===== config.mk =====
export PLATFORM = sky130hd
export DESIGN_NAME = keypad_scanner
export DESIGN_NICKNAME = d
export VERILOG_FILES = /design/src/rtl/kp_pkg.sv /design/src/rtl/kp_sync.sv /design/src/rtl/kp_debounce.sv /design/src/rtl/kp_decode.sv /design/src/rtl/keypad_scanner.sv
export SDC_FILE = /design/constraint.sdc
export NUM_CORES = 1
export LEC_CHECK = 0
export ABC_AREA = 1
export BUFFER_PORTS_ARGS = -buffer_cell sky130_fd_sc_hd__buf_2
export CAP_MARGIN = 20
export CORE_AREA = 2 2 83 85
export CTS_CLUSTER_SIZE = 12
export DETAILED_ROUTE_END_ITERATION = 7
export DIE_AREA = 0 0 85 87
export PLACE_DENSITY = 0.79
export SLEW_MARGIN = 20
export SYNTH_ARGS = -nofsm -noshare
export SYNTH_HDL_FRONTEND = slang
export SYNTH_SLANG_ARGS = --single-unit

===== constraint.sdc =====
create_clock -name clk -period 3 [get_ports clk]
set_input_delay 0.15 -clock clk [delete_from_list [all_inputs] [get_ports clk]]
set_output_delay 0.15 -clock clk [all_outputs]
set_load 0.05 [all_outputs]

===== src/rtl/kp_pkg.sv =====
package kp_pkg;

    localparam int unsigned KP_LINES = 8;
    localparam int unsigned KP_NIB   = 4;

    localparam logic [7:0] KP_NOKEY      = 8'h20;
    localparam logic [7:0] KP_DRIVE_ROWS = 8'h0F;
    localparam logic [7:0] KP_DRIVE_COLS = 8'hF0;
    localparam logic [7:0] KP_DRIVE_NONE = 8'h00;

    typedef enum logic [2:0] {
        ST_IDLE,
        ST_DEBOUNCE,
        ST_PHASE1,
        ST_PHASE2,
        ST_DECIDE,
        ST_HOLD
    } kp_state_e;

    typedef struct packed {
        logic       valid;
        logic [7:0] code;
    } kp_result_t;

    // Position of the set bit in a one-hot nibble
    function automatic logic [1:0] kp_index(input logic [3:0] oh);
        logic [1:0] idx;
        idx = 2'd0;
        for (int i = 0; i < 4; i++) begin
            if (oh[i]) idx = 2'(i);
        end
        return idx;
    endfunction

    // Character for a key at the given row and column
    function automatic logic [7:0] kp_char(input logic [1:0] row, input logic [1:0] col);
        logic [7:0] ch;
        unique case ({row, col})
            4'h0: ch = "1";
            4'h1: ch = "2";
            4'h2: ch = "3";
            4'h3: ch = "A";
            4'h4: ch = "4";
            4'h5: ch = "5";
            4'h6: ch = "6";
            4'h7: ch = "B";
            4'h8: ch = "7";
            4'h9: ch = "8";
            4'hA: ch = "9";
            4'hB: ch = "C";
            4'hC: ch = "*";
            4'hD: ch = "0";
            4'hE: ch = "#";
            default: ch = "D";
        endcase
        return ch;
    endfunction

endpackage


===== src/rtl/kp_sync.sv =====
module kp_sync #(
    parameter int unsigned WIDTH  = 8,
    parameter int unsigned STAGES = 2
) (
    input  logic             clk,
    input  logic             rst,
    input  logic [WIDTH-1:0] d,
    output logic [WIDTH-1:0] q
);
    logic [WIDTH-1:0] stage [STAGES];

    always_ff @(posedge clk) begin
        if (rst) begin
            for (int s = 0; s < int'(STAGES); s++) stage[s] <= '0;
        end else begin
            stage[0] <= d;
            for (int s = 1; s < int'(STAGES); s++) stage[s] <= stage[s-1];
        end
    end

    assign q = stage[STAGES-1];
endmodule


===== src/rtl/kp_debounce.sv =====
module kp_debounce #(
    parameter int unsigned TICKS = 320
) (
    input  logic clk,
    input  logic rst,
    input  logic run,
    input  logic tick,
    output logic done
);
    localparam int unsigned CW = $clog2(TICKS + 1);

    logic [CW-1:0] cnt;

    always_ff @(posedge clk) begin
        if (rst || !run) begin
            cnt <= '0;
        end else if (tick) begin
            cnt <= cnt + 1'b1;
        end
    end

    assign done = run && tick && (cnt == CW'(TICKS - 1));
endmodule


===== src/rtl/kp_decode.sv =====
module kp_decode
    import kp_pkg::*;
(
    input  logic [7:0] cap_rows_hi,
    input  logic [7:0] cap_cols_hi,
    output kp_result_t result
);
    logic [7:0] merged;
    logic [3:0] row_bits;
    logic [3:0] col_bits;
    logic       single;

    always_comb begin
        merged   = cap_rows_hi & cap_cols_hi;
        row_bits = merged[3:0];
        col_bits = merged[7:4];
        single   = $onehot(row_bits) && $onehot(col_bits);
        result.valid = single;
        result.code  = single ? kp_char(kp_index(row_bits), kp_index(col_bits)) : KP_NOKEY;
    end
endmodule


===== src/rtl/keypad_scanner.sv =====
module keypad_scanner
    import kp_pkg::*;
#(
    parameter int unsigned SETTLE_CLKS    = 4,
    parameter int unsigned DEBOUNCE_TICKS = 320,
    parameter int unsigned COUNT_W        = 8
) (
    input  logic               clk,
    input  logic               rst,
    input  logic               tick,
    input  logic [7:0]         pad_in,
    output logic [7:0]         pad_oe,
    output logic [7:0]         pad_out,
    output logic [7:0]         key_code,
    output logic               key_valid,
    input  logic               key_ack,
    output logic [COUNT_W-1:0] press_count
);
    localparam int unsigned SW = $clog2(SETTLE_CLKS + 1);

    kp_state_e  state, nxt;
    logic [SW-1:0] cnt;
    logic       cnt_done;
    logic [7:0] sync_in;
    logic [3:0] row_prev;
    logic       row_rise;
    logic       deb_done;
    logic [7:0] cap1, cap2;
    kp_result_t res;

    kp_sync #(.WIDTH(KP_LINES), .STAGES(2)) u_sync (
        .clk (clk),
        .rst (rst),
        .d   (pad_in),
        .q   (sync_in)
    );

    kp_debounce #(.TICKS(DEBOUNCE_TICKS)) u_deb (
        .clk  (clk),
        .rst  (rst),
        .run  (state == ST_DEBOUNCE),
        .tick (tick),
        .done (deb_done)
    );

    kp_decode u_dec (
        .cap_rows_hi (cap1),
        .cap_cols_hi (cap2),
        .result      (res)
    );

    assign cnt_done = (cnt == SW'(SETTLE_CLKS - 1));
    assign row_rise = |(sync_in[3:0] & ~row_prev);

    always_comb begin
        nxt = state;
        unique case (state)
            ST_IDLE:     if (cnt_done && row_rise) nxt = ST_DEBOUNCE;
            ST_DEBOUNCE: if (deb_done) nxt = ST_PHASE1;
            ST_PHASE1:   if (cnt_done) nxt = ST_PHASE2;
            ST_PHASE2:   if (cnt_done) nxt = ST_DECIDE;
            ST_DECIDE:   nxt = res.valid ? ST_HOLD : ST_IDLE;
            ST_HOLD:     if (key_ack) nxt = ST_IDLE;
            default:     nxt = ST_IDLE;
        endcase
    end

    always_comb begin
        unique case (state)
            ST_PHASE1: pad_oe = KP_DRIVE_ROWS;
            ST_HOLD:   pad_oe = KP_DRIVE_NONE;
            default:   pad_oe = KP_DRIVE_COLS;
        endcase
        pad_out = pad_oe;
    end

    always_ff @(posedge clk) begin
        if (rst) begin
            state       <= ST_IDLE;
            cnt         <= '0;
            row_prev    <= '0;
            cap1        <= '0;
            cap2        <= '0;
            key_code    <= KP_NOKEY;
            press_count <= '0;
        end else begin
            state    <= nxt;
            row_prev <= sync_in[3:0];
            if (nxt != state) cnt <= '0;
            else if (!cnt_done) cnt <= cnt + 1'b1;
            if (state == ST_PHASE1 && cnt_done) cap1 <= sync_in;
            if (state == ST_PHASE2 && cnt_done) cap2 <= sync_in;
            if (state == ST_DECIDE) begin
                key_code <= res.code;
                if (res.valid) press_count <= press_count + 1'b1;
            end
        end
    end

    assign key_valid = (state == ST_HOLD);
endmodule


=== Word level (Yosys, flattened, before mapping) ===
Memory sizes are Yosys's and may differ from the RTL's.
Index checks and enable logic that the tools add are counted.

* Memories: 2
* Word-level logic and storage cells: 66
* Bits in latches: 0
* Output and inout bits: 33
* RAM bits: 16
* ROM bits: 112
* Register bits after elaboration: 51

* Multiply operators: 0
* Div/mod/pow operators: 0
* Eq/ne operators: 10
* Order comparisons: 0
* Bitwise operators: 5
* Shifts and indexed selects: 0
* Reductions and logical operators: 12
* Multiplexer cells: 20
* $add $sub $neg: 9

{| class="wikitable"
|+ Memory list
! name !! words !! width !! read ports !! clocked after Yosys merged registers in !! write ports !! line !! text
|-
| (name not given) || 16 || 7 || 1 || 0 || 0 || kp_pkg.sv:38 || <nowiki>unique case ({row, col})</nowiki>
|-
| u_sync.stage || 2 || 8 || 2 || 0 || 2 || kp_sync.sv:10 || <nowiki>logic [WIDTH-1:0] stage [STAGES];</nowiki>
|}

{| class="wikitable"
|+ Operators with widths
! kind !! count
|-
| 8-bit two-way mux || 3
|-
| 3-bit two-way mux || 6
|-
| 3-bit case mux with 6 select lines || 1
|-
| 8-bit case mux with 2 select lines || 1
|-
| 9-bit by 1-bit adder with 9-bit output (second input constant) || 1
|-
| 3-bit by 1-bit == test with 1-bit output (second input constant) || 3
|-
| 3-bit by 2-bit == test with 1-bit output (second input constant) || 3
|-
| 9-bit == test (second input constant) || 1
|-
| 1-bit by 1-bit adder with 2-bit output || 4
|-
| 8-bit by 1-bit adder with 8-bit output (second input constant) || 1
|-
| 8-bit AND || 1
|-
| 2-bit two-way mux || 4
|-
| 3-bit adder || 2
|-
| 3-bit == test (second input constant) || 2
|-
| 1-bit logical AND || 6
|-
| 1-bit two-way mux || 5
|-
| 4-bit AND || 1
|-
| 4-bit NOT || 1
|-
| 4-bit OR reduction || 1
|-
| 3-bit by 1-bit adder with 3-bit output (second input constant) || 1
|-
| 3-bit logical NOT || 1
|-
| 3-bit inequality test || 1
|-
| 1-bit OR || 2
|-
| 2-bit AND reduction || 1
|-
| 3 further kinds || 3
|}

=== Logic depth before layout (Yosys ltp) ===
* Depth after elaboration: 9
* Depth in mapped cells: 15

=== By module ===
A second synthesis with hierarchy kept.

* Cells, all modules: 444
* Area, all modules: 3,350.7 um2

{| class="wikitable"
|+ By module, submodules not included
! module !! cells each !! area each (um2) !! instances !! sequential area each (um2)
|-
| keypad_scanner || 242 || 1,870.5 || 1 || 840.8
|-
| kp_sync || 58 || 534.3 || 1 || 320.3
|-
| kp_debounce || 67 || 476.7 || 1 || 180.2
|-
| kp_decode || 77 || 469.2 || 1 || 0.0
|}

=== Worst setup path after synthesis ===
OpenSTA, ideal clock, no wires.

* Path kind: reg-to-output
* Start point: register state[1]
* End point: output port pad_oe[5]
* Data arrival time: 2.028 ns
* Path slack: 0.822 ns
* Buffers on the path: 1
* Stages on the path, launching flop included: 6
* Cells stage by stage: dfxtp_1 inv_2 nand3_1 inv_1 nor2_1 buf_4

* Cells in the longest elaborated chain, start to end: 2

{| class="wikitable"
|+ RTL lines
! what !! line !! text
|-
| start, declared || keypad_scanner.sv:21 || <nowiki>kp_state_e state, nxt;</nowiki>
|-
| start signal, assigned || keypad_scanner.sv:87 || <nowiki>state <= nxt;</nowiki>
|-
| 3-bit == test || -- ||
|-
| via key_valid || keypad_scanner.sv:15 || <nowiki>output logic key_valid,</nowiki>
|-
| 8-bit case mux with 2 select lines || keypad_scanner.sv:69 || <nowiki>unique case (state)</nowiki>
|-
| end, declared || keypad_scanner.sv:12 || <nowiki>output logic [7:0] pad_oe,</nowiki>
|}

The timed path passes the listed nets, and every way through them passes these cells.

=== Worst setup path after layout ===
* Start point: register cap1[7]
* End point: register press_count[3]

* Cells in the longest elaborated chain, start to end: 6

{| class="wikitable"
|+ RTL lines
! what !! line !! text
|-
| start, declared || keypad_scanner.sv:28 || <nowiki>logic [7:0] cap1, cap2;</nowiki>
|-
| start signal, assigned || keypad_scanner.sv:91 || <nowiki>if (state == ST_PHASE1 && cnt_done) cap1 <= sync_in;</nowiki>
|-
| 8-bit AND || kp_decode.sv:14 || <nowiki>merged = cap_rows_hi & cap_cols_hi;</nowiki>
|-
| 1-bit by 1-bit adder with 2-bit output (implied by the code) || kp_decode.sv:17 || <nowiki>single = $onehot(row_bits) && $onehot(col_bits);</nowiki>
|-
| 3-bit adder (implied by the code) || kp_decode.sv:17 ||
|-
| 3-bit by 1-bit == test with 1-bit output || kp_decode.sv:17 ||
|-
| 1-bit logical AND || kp_decode.sv:17 ||
|-
| 2-bit AND reduction (no source line) || -- ||
|-
| end signal, assigned || keypad_scanner.sv:95 || <nowiki>if (res.valid) press_count <= press_count + 1'b1;</nowiki>
|-
| end, declared || keypad_scanner.sv:17 || <nowiki>output logic [COUNT_W-1:0] press_count</nowiki>
|}

No other way between the ends.
A chain may end at the register's enable or synchronous reset.

==> impl_results.md <==
- Run status: finished clean
- Power Dens Cells: 522.5 mW/mm^2
- Average wire length per cell after detail routing: 10.89 um
- TritonCTS clock tree: built
- Resized cells post-CTS: 0
- Master cell of the clock root buffer: sky130_fd_sc_hd__clkbuf_8
- Tot Pwr: 1.820 mW
- Total Wirelength: 5676 um
- Diode insertion count for antenna repair: 0
- Highest fanout seen on the critical path: 14
- Ranking of synthesized cells by instance count: sky130_fd_sc_hd__nand2_1, sky130_fd_sc_hd__dfxtp_1, sky130_fd_sc_hd__nor2_1, sky130_fd_sc_hd__inv_1, sky130_fd_sc_hd__a21oi_1
- CP Class: reg2reg
- Most used standard cell by instance count after synthesis: sky130_fd_sc_hd__nand2_1
- Crit-path cells: nand2_1 -> ha_1 -> ha_1 -> fa_1 -> inv_1 -> nand2_1 -> nor2_1 -> nand3_4 -> nor3_1 -> nand2_1 -> nand2_1 -> nor2_1
- Congestion Overflow GR: 0
- Sort of element at the end of the critical path: register
- Worst hold margin: 0.01427 ns
- Maximum clock insertion buffer count: 2
- Pin slew with the least headroom to its limit: 0.6960 ns
- Number of global-route vias before repair: 2,302
- Stage delay of the slowest cell on the critical path: 0.43 ns
- Synth unique cells: 34
- Number of standard cells in the final layout excluding fillers: 521
- Pins Over Slew Limit: 0
- Effective utilization at floorplan: 47.58%
- Initial antenna violation count: 0
- Cell type contributing the most total cell area after synthesis: sky130_fd_sc_hd__dfxtp_1
- RSZ-0062 raised after global routing: no
- Quantity of I/O buffers inserted on ports: 43
- Core outline area: 0.006569 mm^2
- Total nets after synthesis: 437
- Starting DRT DRC Count: 148
- Num Clock Sinks: 66
- Gate count after technology mapping: 407
- Max-cap violation count: 0
- Shortest clock period the worst path allows after layout: 2.414 ns
- Critical path's slowest cell: sky130_fd_sc_hd__fa_1
- Number of nets in the finished design: 467
- Cts-stage hold buffer count: 0
- Class of the worst hold path: in2reg
- Data arrival at the endpoint of the critical path: 2.65 ns
- Post-Route Setup TNS: 0 ns
- Async SR Flop Fraction: 0%
- Number of enable-type register cells in the synthesized netlist: 0
- Setup slack on the worst flop-to-flop path: 0.59 ns
- Die ar.: 0.007395 mm^2
- Vias/cell: 4.835
- Most used cell along the critical path: sky130_fd_sc_hd__nand2_1
- Layout cells sized above 1: 18.37%
- Postcts setup bufs: 0
- Clock input transition at the sequential cells of the worst setup and hold paths: 0.07 ns
- Syn avg cell area: 7.679 um^2
- Number of vias after detailed routing: 2,519
- Fraction of synthesized cell area taken by the top area cell type: 42.27%
- Worst setup skew after layout: 0.01023 ns
- Sequential element share of the synthesized area: 42.27%
- DIE WIDTH: 85 um
- Synth top area cells: sky130_fd_sc_hd__dfxtp_1, sky130_fd_sc_hd__nand2_1, sky130_fd_sc_hd__nor2_1, sky130_fd_sc_hd__ha_1, sky130_fd_sc_hd__inv_1
- Worst Setup Start Kind: register
- Number of endpoints with negative hold slack in the final report: 0
- CTS buffer count: 9
- Number of routed nets with antenna violations: 0
- Part of the cycle the worst path needs: 80.46%
- Number of ports placed on the die boundary: 45
- Max Clk Rate: 414.3 MHz
- First-pass detailed-route iteration total: 4
- Cell count after placement: 506
- Pin count of the biggest net entering global routing: 36
- Total of warnings raised by yosys: 0
- Total Routing Usage GR: 16.61%
- Required @ worst endpoint: 3.24 ns
- Setup-failing EPs final: 0
- Seq cells post-synth: 66
- Post-DP HPWL: 4063 um
- Weighted congestion reported at the end of routability-driven placement: 0.8593
- Dominant register cell in the synthesized netlist: sky130_fd_sc_hd__dfxtp_1
- Depth of the CTS H-tree: 3
- Number of remaining DRC errors: 0
- Leak Pwr: 1.623 nW
- Std-Cell Rows: 30
- First-pass GRT wire length: 9942 um
- Relative slew margins: 53.60%
- Die outline height: 87 um
- Layout overhead on the synthesized area: 11.45%
- Synth Cell Area: 0.003125 mm^2
- Maximum ir drop on the vdd rail: 0.3549 mV
- Clock insertion delay at the later pin of the skew report: 0.34 ns
## sequential cells by signal, indices dropped and copies added, names as in the netlist
name	cells
cap1	8
press_count	8
u_deb.cnt	9
row_prev	4
u_sync.stage	16
key_code	7
cnt	3
cap2	8
state	3
## cells in the final DEF, fill, tap and decap left out, types with 3 or more instances in the layout
master,count
sky130_fd_sc_hd__nand2_1,77
sky130_fd_sc_hd__buf_2,43
sky130_fd_sc_hd__dfxtp_1,66
sky130_fd_sc_hd__inv_2,6
sky130_fd_sc_hd__xnor2_1,4
sky130_fd_sc_hd__nand3_1,22
sky130_fd_sc_hd__inv_1,52
sky130_fd_sc_hd__ha_1,16
sky130_fd_sc_hd__a21oi_1,29
sky130_fd_sc_hd__xor2_1,4
sky130_fd_sc_hd__clkbuf_8,12
sky130_fd_sc_hd__nor3_1,4
sky130_fd_sc_hd__nor2_1,57
sky130_fd_sc_hd__a21oi_2,3
sky130_fd_sc_hd__nand4_1,4
sky130_fd_sc_hd__nor2_2,3
sky130_fd_sc_hd__o21ai_0,12
## path summary, 6_finish.rpt
check                           startpoint                             to  cells after the start
min reg2reg  u_sync.stage[0][0]$_SDFF_PP0_  u_sync.stage[0][8]$_SDFF_PP0_                      2
max reg2reg           cap1[7]$_SDFFE_PP0P_    press_count[3]$_SDFFE_PP0P_                     12
min                              pad_in[6]  u_sync.stage[0][6]$_SDFF_PP0_                      3
max                   cap1[7]$_SDFFE_PP0P_    press_count[3]$_SDFFE_PP0P_                     12
## metal layers
metal | vias to the layer above | track usage, % | part of all wire [%]
met1 | 1138 | 21.23 | 48
met5 | - | 0 | 0
li1 | 1319 | - | -
met4 | 0 | 5.339 | 1.0
met2 | 55 | 26.85 | 46
met3 | 7 | 5.213 | 5.0
## stage by stage
step / worst slack [ns] / area, um^2 / util [%]
2_1_floorplan: 0.8219 / 3126 / -
3_3_place_gp: 0.7131 / 3279 / 49.92
3_5_place_dp: 0.5976 / 3279 / 49.92
4_1_cts: 0.5882 / 3483 / 53.03
5_1_grt: 0.4206 / 3483 / 53.03
6_report: 0.5862 / 3483 / 53.03
## cell type report
type,instances,area [um^2]
tap,80,100.1
multi-input combinational,258,1418
sequential,66,1321
inverter,58,217.7
timing repair buffer,44,222.7
clock inverter,2,35.03
clock buffer,13,168.9
fill,620,3085
## cells by family after synthesis
family	after synthesis	share of synthesized area, %
AND/OR/NAND/NOR	178	25.46
buffers and inverters	83	12.37
flip-flops	66	42.27
AO/OA/AOI/OAI	51	9.207
adder cells (fa/ha/maj)	18	7.686
XOR/XNOR	8	2.242
multiplexers	2	0.6405
other	1	0.1200
## critical path, delay by kind of cell (launching register included)
family,cells,cell delay (ns)
adders and majority gates,3,0.93
and+or+nand+nor,8,0.99
DFF,1,0.33
buffers and inverters,1,0.07
## power by group
| part | leakage, nW | internal [mW] | switching, mW |
|---|---|---|---|
| Sequential | 0.536 | 0.907 | 0.0166 |
| Combinational | 0.981 | 0.0472 | 0.0820 |
| Clock | 0.106 | 0.447 | 0.321 |
No activity file was read; power rests on OpenSTA's default activity.
